File: config.mk
export PLATFORM = sky130hd
export DESIGN_NAME = pgm_cmd_ctl
export DESIGN_NICKNAME = d
export VERILOG_FILES = /design/src/rtl/pgm_cmd_pkg.sv /design/src/rtl/pgm_cmd_decode.sv /design/src/rtl/pgm_arm_timer.sv /design/src/rtl/pgm_cmd_ctl.sv
export SDC_FILE = /design/constraint.sdc
export NUM_CORES = 1
export LEC_CHECK = 0
export ABC_AREA = 1
export BUFFER_PORTS_ARGS = -buffer_cell sky130_fd_sc_hd__buf_2
export CELL_PAD_IN_SITES_DETAIL_PLACEMENT = 2
export CELL_PAD_IN_SITES_GLOBAL_PLACEMENT = 2
export CORE_AREA = 2 2 96 98
export CTS_BUF_LIST = sky130_fd_sc_hd__clkbuf_8
export CTS_CLUSTER_SIZE = 24
export DETAILED_ROUTE_END_ITERATION = 8
export DIE_AREA = 0 0 98 100
export HOLD_SLACK_MARGIN = 0.15
export PLACE_DENSITY = 0.88
export SLEW_MARGIN = 20
export SYNTH_ARGS = -nofsm -noshare
export SYNTH_HDL_FRONTEND = slang
export SYNTH_SLANG_ARGS = --single-unit
export TNS_END_PERCENT = 50
File: constraint.sdc
create_clock -name clk -period 1.5 [get_ports clk]
set_clock_uncertainty 0.1 [all_clocks]
set_input_delay 0.15 -clock clk [delete_from_list [all_inputs] [get_ports clk]]
set_output_delay 0.15 -clock clk [all_outputs]
set_load 0.02 [all_outputs]
File: src/rtl/pgm_cmd_pkg.sv
package pgm_cmd_pkg;

    localparam int CMD_W   = 5;
    localparam int BIT_EN  = 0;
    localparam int BIT_ERS = 1;
    localparam int BIT_WR  = 2;
    localparam int BIT_RD  = 3;
    localparam int BIT_CLR = 4;

    localparam logic [CMD_W-1:0] PAT_FILL  = 5'b00001;
    localparam logic [CMD_W-1:0] PAT_ERASE = 5'b00011;
    localparam logic [CMD_W-1:0] PAT_WRITE = 5'b00101;
    localparam logic [CMD_W-1:0] PAT_FUSE  = 5'b01001;
    localparam logic [CMD_W-1:0] PAT_CLEAR = 5'b10001;

    typedef enum logic [2:0] {
        MODE_IDLE,
        MODE_FILL,
        MODE_CLEAR,
        MODE_ERASE,
        MODE_WRITE,
        MODE_FUSE
    } mode_e;

    function automatic mode_e pat_to_mode(input logic [CMD_W-1:0] p);
        mode_e m;
        case (p)
            PAT_FILL:  m = MODE_FILL;
            PAT_ERASE: m = MODE_ERASE;
            PAT_WRITE: m = MODE_WRITE;
            PAT_FUSE:  m = MODE_FUSE;
            PAT_CLEAR: m = MODE_CLEAR;
            default:   m = MODE_IDLE;
        endcase
        return m;
    endfunction

endpackage

File: src/rtl/pgm_cmd_decode.sv
module pgm_cmd_decode
    import pgm_cmd_pkg::*;
(
    input  logic [CMD_W-1:0] wr_pat,
    input  logic [CMD_W-1:0] held_pat,
    output logic             wr_legal,
    output logic             wr_short,
    output mode_e            held_mode
);

    mode_e wr_mode;

    always_comb begin
        wr_mode   = pat_to_mode(wr_pat);
        wr_legal  = (wr_mode != MODE_IDLE);
        wr_short  = (wr_mode == MODE_FUSE);
        held_mode = pat_to_mode(held_pat);
    end

endmodule

File: src/rtl/pgm_arm_timer.sv
module pgm_arm_timer #(
    parameter int ARM_CYCLES  = 4,
    parameter int LOAD_CYCLES = 3
) (
    input  logic clk,
    input  logic rst_n,
    input  logic load,
    input  logic load_short,
    input  logic run,
    output logic expire
);

    localparam int MAXC = (ARM_CYCLES > LOAD_CYCLES) ? ARM_CYCLES : LOAD_CYCLES;
    localparam int CW   = $clog2(MAXC + 1);

    logic [CW-1:0] cnt_d, cnt_q;

    always_comb begin
        cnt_d = cnt_q;
        if (load) begin
            cnt_d = load_short ? CW'(LOAD_CYCLES) : CW'(ARM_CYCLES);
        end else if (run && cnt_q != '0) begin
            cnt_d = cnt_q - 1'b1;
        end
    end

    always_ff @(posedge clk or negedge rst_n) begin
        if (!rst_n) begin
            cnt_q <= '0;
        end else begin
            cnt_q <= cnt_d;
        end
    end

    assign expire = run && (cnt_q == CW'(1));

endmodule

File: src/rtl/pgm_cmd_ctl.sv
module pgm_cmd_ctl
    import pgm_cmd_pkg::*;
#(
    parameter int ZW          = 16,
    parameter int PW          = 5,
    parameter int DW          = 16,
    parameter int FW          = 8,
    parameter int ARM_CYCLES  = 4,
    parameter int LOAD_CYCLES = 3
) (
    input  logic                 clk,
    input  logic                 rst_n,
    input  logic                 reg_we,
    input  logic [7:0]           reg_wdata,
    output logic [7:0]           reg_rdata,
    input  logic                 st_strobe,
    input  logic                 ld_strobe,
    input  logic [ZW-1:0]        zptr,
    input  logic [DW-1:0]        r_pair,
    input  logic [FW-1:0]        lock_bits,
    input  logic [FW-1:0]        fuse_bits,
    input  logic                 fl_done,
    output logic                 buf_we,
    output logic [PW-1:0]        buf_idx,
    output logic [DW-1:0]        buf_wdata,
    output logic                 buf_clr,
    output logic                 fl_erase,
    output logic                 fl_write,
    output logic [ZW-PW-2:0]     fl_page,
    output logic                 cpu_halt,
    output logic                 ld_sel,
    output logic [FW-1:0]        ld_data
);

    localparam int PG_W = ZW - PW - 1;

    typedef struct packed {
        logic [CMD_W-1:0] cmd;
        logic             busy;
        logic [PG_W-1:0]  page;
    } state_t;

    state_t st_d, st_q;

    logic  wr_legal, wr_short, expire;
    logic  armed, take_st, take_ld, accept, tick;
    mode_e held_mode;
    logic  unused_hi;

    assign unused_hi = ^reg_wdata[7:CMD_W];

    pgm_cmd_decode u_dec (
        .wr_pat    (reg_wdata[CMD_W-1:0]),
        .held_pat  (st_q.cmd),
        .wr_legal  (wr_legal),
        .wr_short  (wr_short),
        .held_mode (held_mode)
    );

    assign armed   = st_q.cmd[BIT_EN] && !st_q.busy;
    assign take_st = armed && st_strobe && (held_mode != MODE_FUSE) && (held_mode != MODE_IDLE);
    assign take_ld = armed && ld_strobe && (held_mode == MODE_FUSE);
    assign accept  = reg_we && wr_legal && !st_q.busy && !take_st && !take_ld;
    assign tick    = armed && !take_st && !take_ld && !accept;

    pgm_arm_timer #(
        .ARM_CYCLES  (ARM_CYCLES),
        .LOAD_CYCLES (LOAD_CYCLES)
    ) u_tmr (
        .clk        (clk),
        .rst_n      (rst_n),
        .load       (accept),
        .load_short (wr_short),
        .run        (tick),
        .expire     (expire)
    );

    always_comb begin
        st_d = st_q;
        if (st_q.busy) begin
            if (fl_done) begin
                st_d.cmd  = '0;
                st_d.busy = 1'b0;
            end
        end else if (take_st) begin
            if (held_mode == MODE_ERASE || held_mode == MODE_WRITE) begin
                st_d.busy = 1'b1;
                st_d.page = zptr[ZW-1:PW+1];
            end else begin
                st_d.cmd = '0;
            end
        end else if (take_ld) begin
            st_d.cmd = '0;
        end else if (accept) begin
            st_d.cmd = reg_wdata[CMD_W-1:0];
        end else if (expire) begin
            st_d.cmd = '0;
        end
    end

    always_ff @(posedge clk or negedge rst_n) begin
        if (!rst_n) begin
            st_q <= '0;
        end else begin
            st_q <= st_d;
        end
    end

    assign reg_rdata = {{(8-CMD_W){1'b0}}, st_q.cmd};
    assign buf_we    = take_st && (held_mode == MODE_FILL);
    assign buf_clr   = take_st && (held_mode == MODE_CLEAR);
    assign buf_idx   = zptr[PW:1];
    assign buf_wdata = r_pair;
    assign fl_erase  = st_q.busy && st_q.cmd[BIT_ERS];
    assign fl_write  = st_q.busy && st_q.cmd[BIT_WR];
    assign fl_page   = st_q.page;
    assign cpu_halt  = st_q.busy;
    assign ld_sel    = take_ld;
    assign ld_data   = take_ld ? (zptr[0] ? fuse_bits : lock_bits) : '0;

endmodule

==> flow_summary.yaml <==
final_layout:
  register_area_um2: 483
  antennaDiodeCount: 0
  fin_nets: 364
  drive_gt1_frac: 0.507
  fill_cells: 1048
  final_cell_area_um2: 2420
  multi_input_area_um2: 863
  area_growth_pct: 68.1
outcome:
  status: "finished with violations"
  violations: "setup timing"
synth:
  ys_ff_latch: 19
  ys_warn_count: 0
  netlist_area_um2: 1440
  synth_compound_area_frac: 0.0434
  synth.area.mux_share: 0
  ys_seq_area_frac: 0.330
  synth-simple-area-share: 0.394
  synth_xor_area_frac: 0
  ys_types: 24
  syn_avg_cell_area_um2: 6.83
  synth_fa_ha_area_frac: 0.0260
  netlist_instances: 211
  synth_top_family_by_area: "simple AND/OR/NAND/NOR gates"
placed_design:
  dp_slack_ns: -0.125
  numPortBuffers: 66
  gp_congestion: 0.721
  place_area_um2: 1960
  dp_hpwl_um: 3810
global_routing:
  grt_usage: 0.109
  gr-total-overflow: 0
  grt_pass1_vias: 1869
  grt_pass1_wl_um: 8780
  grt_antenna_before_repair: 0
  grt_start_max_net_pins: 20
critical_path:
  required_ns: 1.25
  ff2ff_setup_slack_ns: -0.24
  critPathKind: "reg2out"
  critical_path_arrival_ns: 1.53
  cp_max_fo: 9
  start_kind: "register"
  worst_setup_path_end_kind: "output pin"
sta:
  slew_viol_final: 0
  max_freq_mhz: 563
  finalWorstSetupSlack_ns: -0.276
  setup_viol: 29
  hold_ws_ns: 0.200
  period_share: 1.18
  fin_crit_ns: 1.78
  rsz0062_at_grt: "true"
  hold_viol: 0
clocking:
  cts_tree: "yes"
  cts_root_buf: "clkbuf_8"
  h-tree-depth: 1
  cts_made_buffers: 3
  clkLatencyLatePin_ns: 0.26
  clk_pin_slew_ns: 0.08
  cts_sinks: 19
  clk_path_buf_depth: 2
power_and_ir_drop:
  peakVddDrop_mv: 0.445
  power_frac_comb: 0.615
  power_frac_seq: 0.273
  internal-power_mw: 1.84
  finalPower_mw: 3.34
  power.share.clock: 0.112
  powerDensity_nw_per_um2: 1380
  swShare: 0.449
  p_leak_nw: 1.33
  p_switching_mw: 1.50
floorplanning:
  core_area_um2: 8890
  die_area_um2: 9800
  start_util: 0.162
  dieWidth_um: 98
  pin_count: 115
  fp.dieH_um: 100
  rows: 35
detailed_routing:
  drt-total-wl_um: 5250
  first_iter_violations: 20
  vias: 1630
  drc: 0
  via_per_inst: 3.99
  drt_pass1_iterations: 2
  wl_per_cell_um: 12.8
  detail-route-antenna-nets: 0
hold_path:
  hold_path.class: "in2out"
run:
  cap_violations: 0
## cells by family after synthesis
family / count (synthesis)
and+or+nand+nor: 123
buffers and inverters: 54
DFF: 19
AOI/OAI and AO/OA: 11
adders and majority gates: 3
other: 1
## layout make-up
cell class / instances / share of cell area
tap: 111 / 0.0573
inverter: 28 / 0.0444
multi-input combinational: 140 / 0.356
sequential: 19 / 0.199
clock inverter: 1 / 0.00207
timing repair buffer: 107 / 0.324
clock buffer: 3 / 0.0170
## critical path: stages, from the launching register on
cell and delay, ns:
dfrtp_2 0.46, inv_2 0.07, nand3_2 0.09, nor2_4 0.22, nand2_8 0.14, a21oi_4 0.15
buf_6 0.13
## worst paths after layout
kind / to / cells after the start / startpoint
min reg2reg: fl_page[0] / 2 / fl_page[0]
min: buf_idx[0] / 0 / zptr[1]
max reg2reg: reg_rdata[2] / 12 / reg_rdata[4]
max: ld_data[2] / 6 / reg_rdata[4]
max in group asynchronous: reg_rdata[4] / 2 / rst_n
min in group asynchronous: fl_page[8] / 2 / rst_n
## per-stage QoR
| stage | TNS (ns) | cells | util |
|---|---|---|---|
| 6_report | -5.58 | 409 | 0.273 |
| 4_1_cts | -4.85 | 406 | 0.264 |
| 2_1_floorplan | -0.136 | 213 | - |
| 5_1_grt | -9.12 | 409 | 0.273 |
| 3_3_place_gp | -1.04 | 377 | 0.220 |
| 3_5_place_dp | -2.51 | 377 | 0.220 |
## flip-flops by register name, summed over array words and instances (netlist names)
| signal | flops |
|---|---|
| fl_page | 10 |
| reg_rdata | 5 |
| u_tmr.cnt_q | 3 |
| cpu_halt | 1 |
## cell usage after synthesis
cell       n  area share
o21ai_1    1      0.0035
nand3_1    9       0.031
buf_4     24        0.12
nor2_2     2      0.0087
clkinv_1   1      0.0026
nand2_4    2       0.016
buf_2      1      0.0035
nand3b_1   2       0.010
o21ai_2    1      0.0061
dfrtp_1   19        0.33
a21oi_2    1      0.0061
nand3_2    4       0.028
nand2_2    3       0.013
inv_1     23       0.060
a21oi_1    8       0.028
inv_2      4       0.010
and2_4     1      0.0061
conb_1     1      0.0026
buf_1      1      0.0026
ha_1       3       0.026
nand4_1    3       0.013
nand2_1   87        0.23
nor2_4     3       0.023
nor2_1     7       0.018
## per-layer routing
metal  vias up  wire length (um)  global-route usage
met5         -                 0                   0
met4         0                13              0.0182
met3         4               341              0.0237
met2        68              2860               0.223
met1       773              2030               0.113
li1        785                 -                   -
## power groups by stage
stage / Sequential [mW] / Combinational, mW / Clock [mW]
after floorplan: 1.10 / 0.864 / 0
after global placement: 0.901 / 1.50 / 0
after detailed placement: 0.909 / 1.59 / 0
after CTS: 0.905 / 1.91 / 0.392
after global routing: 0.933 / 2.27 / 0.418
final: 0.910 / 2.05 / 0.375
## what timing repair did
item / in CTS / in global routing
resized for setup: 31 / 20
hold buffers: 15 / 0
pin swaps: 11 / 10
cloned: 0 / 0
endpoints found under the setup margin: 29 / 31
buffers inserted: 10 / 3
hold endpoints to repair: 33 / 0
## cell usage in the layout, fill, tap and decap left out, types with 5 or more instances in the layout
| cell | count |
|---|---|
| a21oi_4 | 9 |
| buf_2 | 53 |
| buf_4 | 21 |
| buf_6 | 17 |
| dfrtp_1 | 13 |
| dfrtp_2 | 6 |
| dlygate4sd3_1 | 15 |
| inv_1 | 18 |
| inv_2 | 9 |
| nand2_1 | 78 |
| nand2_2 | 10 |
| nand3_1 | 6 |
| nand3_2 | 5 |
| nor2_1 | 5 |
| nor2_4 | 5 |
Power figures use the tool's default switching activity.
